## src/rtl/csd_pkg.sv

```systemverilog
package csd_pkg;
    typedef struct packed {
        logic pro;       // bit 0
        logic f1;        // bit 1
        logic nb9;       // inverted bit 9
        logic f3;        // bit 6 or bit 2
        logic f4;        // bit 7 or bit 3
        logic cat_hit;   // consumer category to be ignored
        logic crc_bad;
        logic bnd_bad;
    } csd_flags_t;

    localparam csd_flags_t FLAGS_RST = '{pro: 1'b0, f1: 1'b0, nb9: 1'b1,
        f3: 1'b0, f4: 1'b0, cat_hit: 1'b1, crc_bad: 1'b0, bnd_bad: 1'b0};
endpackage

```

## src/rtl/csd_crc8.sv

```systemverilog
module csd_crc8 #(
    parameter int          W    = 8,
    parameter logic [W-1:0] POLY = 8'h1D,
    parameter logic [W-1:0] INIT = 8'hFF
) (
    input  logic         clk,
    input  logic         rst_n,
    input  logic         load_i,
    input  logic         step_i,
    input  logic         bit_i,
    output logic [W-1:0] crc_o
);
    logic [W-1:0] crc_d, crc_q, base;
    logic         fb;

    always_comb begin
        base  = load_i ? INIT : crc_q;
        fb    = base[W-1] ^ bit_i;
        crc_d = base;
        if (step_i) begin
            crc_d = {base[W-2:0], 1'b0} ^ (fb ? POLY : '0);
        end
    end

    always_ff @(posedge clk or negedge rst_n) begin
        if (!rst_n) crc_q <= INIT;
        else        crc_q <= crc_d;
    end

    assign crc_o = crc_q;
endmodule

```

## src/rtl/csd_frame_pos.sv

```systemverilog
module csd_frame_pos #(
    parameter int FRAMES = 192,
    parameter int IDXW   = $clog2(FRAMES)
) (
    input  logic            clk,
    input  logic            rst_n,
    input  logic            frame_stb_i,
    input  logic            blk_start_i,
    output logic            accept_o,
    output logic [IDXW-1:0] idx_o,
    output logic            done_o,
    output logic            viol_o,
    output logic            sync_o,
    output logic [IDXW-1:0] last_o
);
    localparam logic [IDXW-1:0] LAST_IDX = IDXW'(FRAMES - 1);

    typedef struct packed {
        logic            sync;
        logic [IDXW-1:0] cnt;   // index expected next
        logic [IDXW-1:0] last;  // index of last accepted frame
    } pos_t;

    pos_t st_d, st_q;

    always_comb begin
        st_d     = st_q;
        accept_o = 1'b0;
        idx_o    = '0;
        viol_o   = 1'b0;
        if (frame_stb_i) begin
            if (blk_start_i) begin
                viol_o    = st_q.sync && (st_q.cnt != '0);
                accept_o  = 1'b1;
                st_d.sync = 1'b1;
                st_d.cnt  = IDXW'(1);
                st_d.last = '0;
            end else if (st_q.sync) begin
                if (st_q.cnt == '0) begin
                    viol_o    = 1'b1;
                    st_d.sync = 1'b0;
                end else begin
                    accept_o  = 1'b1;
                    idx_o     = st_q.cnt;
                    st_d.last = st_q.cnt;
                    st_d.cnt  = (st_q.cnt == LAST_IDX) ? '0 : st_q.cnt + 1'b1;
                end
            end
        end
        done_o = accept_o && (idx_o == LAST_IDX);
    end

    always_ff @(posedge clk or negedge rst_n) begin
        if (!rst_n) st_q <= '0;
        else        st_q <= st_d;
    end

    assign sync_o = st_q.sync;
    assign last_o = st_q.last;


    idx_range_chk: assert property (@(posedge clk) disable iff (!rst_n)
        (st_q.cnt < IDXW'(FRAMES)) && (st_q.last < IDXW'(FRAMES)));


    early_start_chk: assert property (@(posedge clk) disable iff (!rst_n)
        (frame_stb_i && blk_start_i && st_q.sync && st_q.cnt != '0)
        |=> (st_q.sync && st_q.last == '0));


    missing_start_chk: assert property (@(posedge clk) disable iff (!rst_n)
        (frame_stb_i && !blk_start_i && st_q.sync && st_q.cnt == '0)
        |=> !st_q.sync);
endmodule

```

## src/rtl/csd_decoder.sv

```systemverilog
module csd_decoder #(
    parameter int          FRAMES    = 192,
    parameter int          CRC_W     = 8,
    parameter logic [7:0]  CRC_POLY  = 8'h1D,
    parameter logic [7:0]  CRC_INIT  = 8'hFF,
    parameter int          POS_BYTES = 4
) (
    input  logic       clk,
    input  logic       rst_n,
    input  logic       frame_stb_i,
    input  logic       blk_start_i,
    input  logic       cbit_i,
    input  logic       sel_i,
    input  logic [1:0] freq_i,
    output logic [5:0] stat_o,
    output logic       blk_pos_o
);
    import csd_pkg::*;

    localparam int IDXW       = $clog2(FRAMES);
    localparam int CRC_END    = FRAMES - CRC_W;
    localparam int HDR_BITS   = 16;
    localparam int HW         = $clog2(HDR_BITS);
    localparam int TW         = $clog2(CRC_W);
    localparam int POS_FRAMES = POS_BYTES * 8;

    typedef struct packed {
        logic [HDR_BITS-1:0] hdr;
        logic [CRC_W-1:0]    tail;
        csd_flags_t          fl;
    } dec_t;

    dec_t            st_d, st_q;
    logic            accept, done, viol, sync;
    logic [IDXW-1:0] idx, last;
    logic [CRC_W-1:0] crc_calc, crc_rx;
    logic [HW-1:0]   hoff;
    logic [TW-1:0]   toff;
    logic [6:0]      cat;
    logic            cat_hit;

    csd_frame_pos #(.FRAMES(FRAMES), .IDXW(IDXW)) u_pos (
        .clk(clk), .rst_n(rst_n), .frame_stb_i(frame_stb_i),
        .blk_start_i(blk_start_i), .accept_o(accept), .idx_o(idx),
        .done_o(done), .viol_o(viol), .sync_o(sync), .last_o(last));

    csd_crc8 #(.W(CRC_W), .POLY(CRC_POLY), .INIT(CRC_INIT)) u_crc (
        .clk(clk), .rst_n(rst_n),
        .load_i(accept && idx == '0),
        .step_i(accept && idx < IDXW'(CRC_END)),
        .bit_i(cbit_i), .crc_o(crc_calc));

    always_comb begin
        hoff    = HW'(idx);
        toff    = TW'(idx - IDXW'(CRC_END));
        crc_rx  = {cbit_i, st_q.tail[CRC_W-2:0]};
        cat     = st_q.hdr[14:8];
        cat_hit = (cat == 7'd0) ||
                  (!cat[0] && cat[1] && cat[2] && !cat[3] && !cat[4]);
        st_d    = st_q;
        if (accept && idx < IDXW'(HDR_BITS)) st_d.hdr[hoff] = cbit_i;
        if (accept && idx >= IDXW'(CRC_END)) st_d.tail[toff] = cbit_i;
        if (done) begin
            st_d.fl.pro     = st_q.hdr[0];
            st_d.fl.f1      = st_q.hdr[1];
            st_d.fl.nb9     = ~st_q.hdr[9];
            st_d.fl.f3      = st_q.hdr[0] ? st_q.hdr[6] : st_q.hdr[2];
            st_d.fl.f4      = st_q.hdr[0] ? st_q.hdr[7] : st_q.hdr[3];
            st_d.fl.cat_hit = cat_hit;
            st_d.fl.crc_bad = (crc_rx != crc_calc);
            st_d.fl.bnd_bad = 1'b0;
        end
        if (viol) begin
            st_d.fl.crc_bad = 1'b1;
            st_d.fl.bnd_bad = 1'b1;
        end
    end

    always_ff @(posedge clk or negedge rst_n) begin
        if (!rst_n) st_q <= '{hdr: '0, tail: '0, fl: FLAGS_RST};
        else        st_q <= st_d;
    end

    always_comb begin
        if (sel_i) begin
            stat_o = {st_q.fl.pro ? ~st_q.fl.crc_bad : ~st_q.fl.cat_hit,
                      st_q.fl.f4, st_q.fl.f3, st_q.fl.nb9,
                      st_q.fl.f1, st_q.fl.pro};
        end else begin
            stat_o = {st_q.fl.pro, freq_i, sync,
                      ~st_q.fl.bnd_bad, ~st_q.fl.crc_bad};
        end
        blk_pos_o = sync && (last < IDXW'(POS_FRAMES));
    end


    blkpos_rise_chk: assert property (@(posedge clk) disable iff (!rst_n)
        $rose(blk_pos_o) |-> $past(frame_stb_i && blk_start_i));


    field_hold_chk: assert property (@(posedge clk) disable iff (!rst_n)
        !$past(done) |-> $stable({st_q.fl.pro, st_q.fl.f1, st_q.fl.nb9,
                                  st_q.fl.f3, st_q.fl.f4, st_q.fl.cat_hit}));


    viol_flag_chk: assert property (@(posedge clk) disable iff (!rst_n)
        viol |=> (st_q.fl.bnd_bad && st_q.fl.crc_bad));
endmodule

```

## config.mk

```make
export PLATFORM = sky130hd
export DESIGN_NAME = csd_decoder
export DESIGN_NICKNAME = d
export VERILOG_FILES = /design/src/rtl/csd_pkg.sv /design/src/rtl/csd_crc8.sv /design/src/rtl/csd_frame_pos.sv /design/src/rtl/csd_decoder.sv
export SDC_FILE = /design/constraint.sdc
export NUM_CORES = 1
export LEC_CHECK = 0
export BUFFER_PORTS_ARGS = -buffer_cell sky130_fd_sc_hd__buf_2
export CORE_MARGIN = 2
export CORE_UTILIZATION = 35
export DETAILED_ROUTE_END_ITERATION = 6
export GPL_TIMING_DRIVEN = 0
export PLACE_DENSITY = 0.62
export RECOVER_POWER = 25
export SLEW_MARGIN = 15
export SYNTH_ARGS = -nofsm -noshare
export SYNTH_HDL_FRONTEND = slang
export SYNTH_SLANG_ARGS = --single-unit
```

## constraint.sdc

```tcl
create_clock -name clk -period 2.6 [get_ports clk]
set_clock_uncertainty 0.2 [all_clocks]
set_input_delay 0.26 -clock clk [delete_from_list [all_inputs] [get_ports clk]]
set_output_delay 0.26 -clock clk [all_outputs]
set_load 0.01 [all_outputs]
```

==> flow_metrics.py <==
metrics = {
    "worst_setup_path": {
        "worst_path_most_repeated_cell": "o21ai_4",
        "slowest_stage": "dfrtp_1",
        "cp.buffers_inverters": 2,
        "rrSetupSlack_ps": 200,
        "crit_family": "compound AO/OA/AOI/OAI gates",
        "crit_required_ps": 2640,
        "arrival_ps": 2440,
        "ff2ff_path_depth": 7,
        "critPathMaxStageDelay_ps": 450,
        "cp_max_fo": 8,
        "path_cells": "inv_1, ha_1, or3b_1, clkbuf_1, o21ai_4, o21ai_4, a211o_1",
        "end_kind": "flip-flop",
        "worstSetupPathType": "reg -> reg",
        "reg2reg_from": "u_pos.st_q[8]$_DFFE_PN0P_",
        "cp-start-kind": "flip-flop",
        "r2r_end": "u_crc.crc_o[1]$_DFF_PN1_",
    },
    "pwr": {
        "p_per_area_mw_per_mm2": 692,
        "power_frac_seq": 0.477,
        "p_sw_frac": 0.333,
        "p_sw_mw": 0.683,
        "peakVddDrop_uv": 216,
        "p_int_mw": 1.37,
        "p_clk_frac": 0.226,
        "cellLeakagePower_nw": 1.31,
        "p_comb_frac": 0.297,
    },
    "placed_design": {
        "gp_congestion": 0.873,
        "placed_cells": 367,
        "dp_slack_ps": 234,
        "port_buffers": 12,
        "place_area_sq_mm": 0.00286,
        "hpwl_um": 4300,
    },
    "detailed_routing": {
        "first_pass_iters": 4,
        "routed_wirelength_um": 5950,
        "drc_errors": 0,
        "drt_iter0_markers": 204,
        "wire_per_inst_um": 15.8,
        "viasPerCell": 5.46,
        "drtAntennaViolNets": 0,
        "vias": 2054,
    },
    "synthesis": {
        "yosysTopAreaCellShare": 0.355,
        "synth_edf_count": 0,
        "syn_nets": 266,
        "yosysMostFrequentCell": "dfrtp_1",
        "yosysUniqueCellTypes": 55,
        "syn-cell-area_sq_mm": 0.00268,
        "yosys_warnings": 0,
        "async_reset_ff_frac": 1.00,
        "synthTopCellsByArea": "dfrtp_1 (35%), dfstp_2 (9.8%), mux2_2 (5.5%)",
        "synth-seq-cells": 48,
        "avgSynthCellArea_sq_um": 10.5,
        "synth.top_cells.by_count": "dfrtp_1 (38), o21ai_0 (19), mux2_2 (13), nor2_1 (13), o31ai_1 (13)",
        "yosysSeqAreaShare": 0.453,
        "synth_top_area_cell": "dfrtp_1",
        "synth_flop_cell": "dfrtp_1",
        "synth_cells": 256,
    },
    "hold_path": {
        "hold_depth": 2,
        "min_to": "u_pos.st_q[14]$_DFFE_PN0P_",
        "hp-class": "in -> reg",
        "holdCritStartpoint": "frame_stb_i",
    },
    "layout": {
        "seqCellArea_sq_mm": 0.00121,
        "insertedDiodeCount": 0,
        "fin_cells": 376,
        "area_growth_pct": 10.7,
        "nFillCells": 724,
        "nNetsFinal": 286,
        "drive_above_1_share": 0.224,
        "multi_input_area_sq_mm": 0.00136,
        "fin_area_sq_mm": 0.00297,
    },
    "clocking": {
        "numCtsBuffers": 5,
        "worstSkewPairLatency_ps": 310,
        "cts_setup_buffers": 0,
        "cts_tree": "built",
        "cts-resized-gates": 0,
        "holdBufCountCts": 1,
        "clk_pin_slew_worst_paths_ps": 90,
        "cts_root_buffer": "clkbuf_8",
        "htreeDepth": 2,
        "cts_buffer_depth": 2,
        "cts_sinks": 48,
    },
    "die": {
        "start_util": 0.365,
        "coreArea_sq_mm": 0.00733,
        "dieArea_sq_mm": 0.00837,
        "num_rows": 31,
        "die_h_um": 91.5,
        "die_w_um": 91.5,
        "io_pins": 15,
    },
    "sta": {
        "fin_crit_ps": 2400,
        "max_freq_mhz": 416,
        "fin_ws_ps": 196,
        "tns_ps": 0,
        "slew_violations": 0,
        "setup-violations-final": 0,
        "slew_headroom": 0.215,
        "final_hold_viol_count": 0,
        "grt_setup_unrepaired": "no",
        "period_share": 0.925,
        "worst_pin_slew_ps": 1180,
    },
    "grt": {
        "antenna_found_initial": 0,
        "grtUsageTotal": 0.150,
        "grt-ovfl-total": 0,
        "grt_pass1_wl_um": 10100,
        "grt_max_degree": 49,
        "grt_pass1_vias": 2007,
    },
    "job": {
        "drv_cap": 0,
    },
    "outcome": {
        "status": "completed",
    },
}
==> worst max path at each step <==
stage	startpoint	end	slack [ps]	cells past startpoint
floorplan	u_pos.st_q[8]$_DFFE_PN0P_	u_crc.crc_o[2]$_DFF_PN1_	460	7
global placement	u_pos.st_q[8]$_DFFE_PN0P_	u_crc.crc_o[3]$_DFF_PN1_	240	7
detailed placement	u_pos.st_q[8]$_DFFE_PN0P_	u_crc.crc_o[1]$_DFF_PN1_	230	7
CTS	u_pos.st_q[8]$_DFFE_PN0P_	u_crc.crc_o[1]$_DFF_PN1_	210	7
global route	u_pos.st_q[8]$_DFFE_PN0P_	u_crc.crc_o[4]$_DFF_PN1_	50	7
finish	u_pos.st_q[8]$_DFFE_PN0P_	u_crc.crc_o[1]$_DFF_PN1_	200	7
==> area by class of cell <==
class	count	share of cell area
sequential	48	0.409
clock buffer	6	0.0278
inverter	9	0.0114
tap	99	0.0418
multi-input combinational	183	0.458
buffer	16	0.0249
timing repair buffer	13	0.0236
clock inverter	2	0.00338
==> power by group through the flow <==
| stage | registers, mW | logic [mW] | clock network (mW) |
|---|---|---|---|
| finish | 0.979 | 0.610 | 0.463 |
| CTS | 0.981 | 0.606 | 0.476 |
| global placement | 0.991 | 0.595 | 0 |
| floorplan | 0.968 | 0.467 | 0 |
| detailed placement | 0.996 | 0.601 | 0 |
| global route | 1.00 | 0.677 | 0.506 |
==> layer usage <==
layer	global-route usage	share of wire	up-vias
li1	-	-	1007
met1	0.203	0.47	997
met2	0.241	0.48	42
met3	0.0241	0.037	8
met4	0.0568	0.019	0
met5	0	0	-
==> sequential cells by signal, summed over array words and instances, names as in the netlist <==
| signal | cells |
|---|---|
| crc_rx | 7 |
| u_pos.last_o | 3 |
| st_q | 14 |
| u_crc.crc_o | 8 |
| u_pos.st_q | 8 |
| cat | 7 |
| u_pos.sync_o | 1 |
==> cells in the final DEF (no fill, tap or decap), types with 4 or more instances in the layout <==
| cell | count |
|---|---|
| dfrtp_1 | 38 |
| o21ai_0 | 19 |
| buf_2 | 16 |
| mux2_2 | 13 |
| nor2_1 | 13 |
| o31ai_1 | 13 |
| nand2_1 | 12 |
| clkbuf_1 | 10 |
| dfstp_2 | 10 |
| inv_1 | 9 |
| a21oi_1 | 9 |
| nand4_1 | 8 |
| xor2_1 | 8 |
| clkbuf_8 | 6 |
| nor4_1 | 5 |
| a22o_1 | 5 |
| a31oi_1 | 4 |
| o211a_1 | 4 |
| a211o_1 | 4 |
| xnor2_1 | 4 |
| mux2i_1 | 4 |
| nor2b_1 | 4 |
| o22ai_1 | 4 |
==> metrics by stage <==
step | util | hold WS [ps] | power (mW)
final | 0.405 | 92.7 | 2.05
after global routing | 0.405 | 111 | 2.18
after CTS | 0.405 | 76.9 | 2.06
after detailed placement | 0.391 | 252 | 1.60
after global placement | 0.391 | 246 | 1.59
after floorplan | - | -236 | 1.43
==> cell families after synthesis <==
family / after synthesis / synth area share
AOI/OAI and AO/OA: 81 / 0.217
and+or+nand+nor: 68 / 0.155
DFF: 48 / 0.453
buffers and inverters: 25 / 0.0402
muxes: 20 / 0.0864
xor gates and xnor gates: 12 / 0.0392
adders and majority gates: 2 / 0.00934
Note: power is estimated with default switching activity, not from simulation.
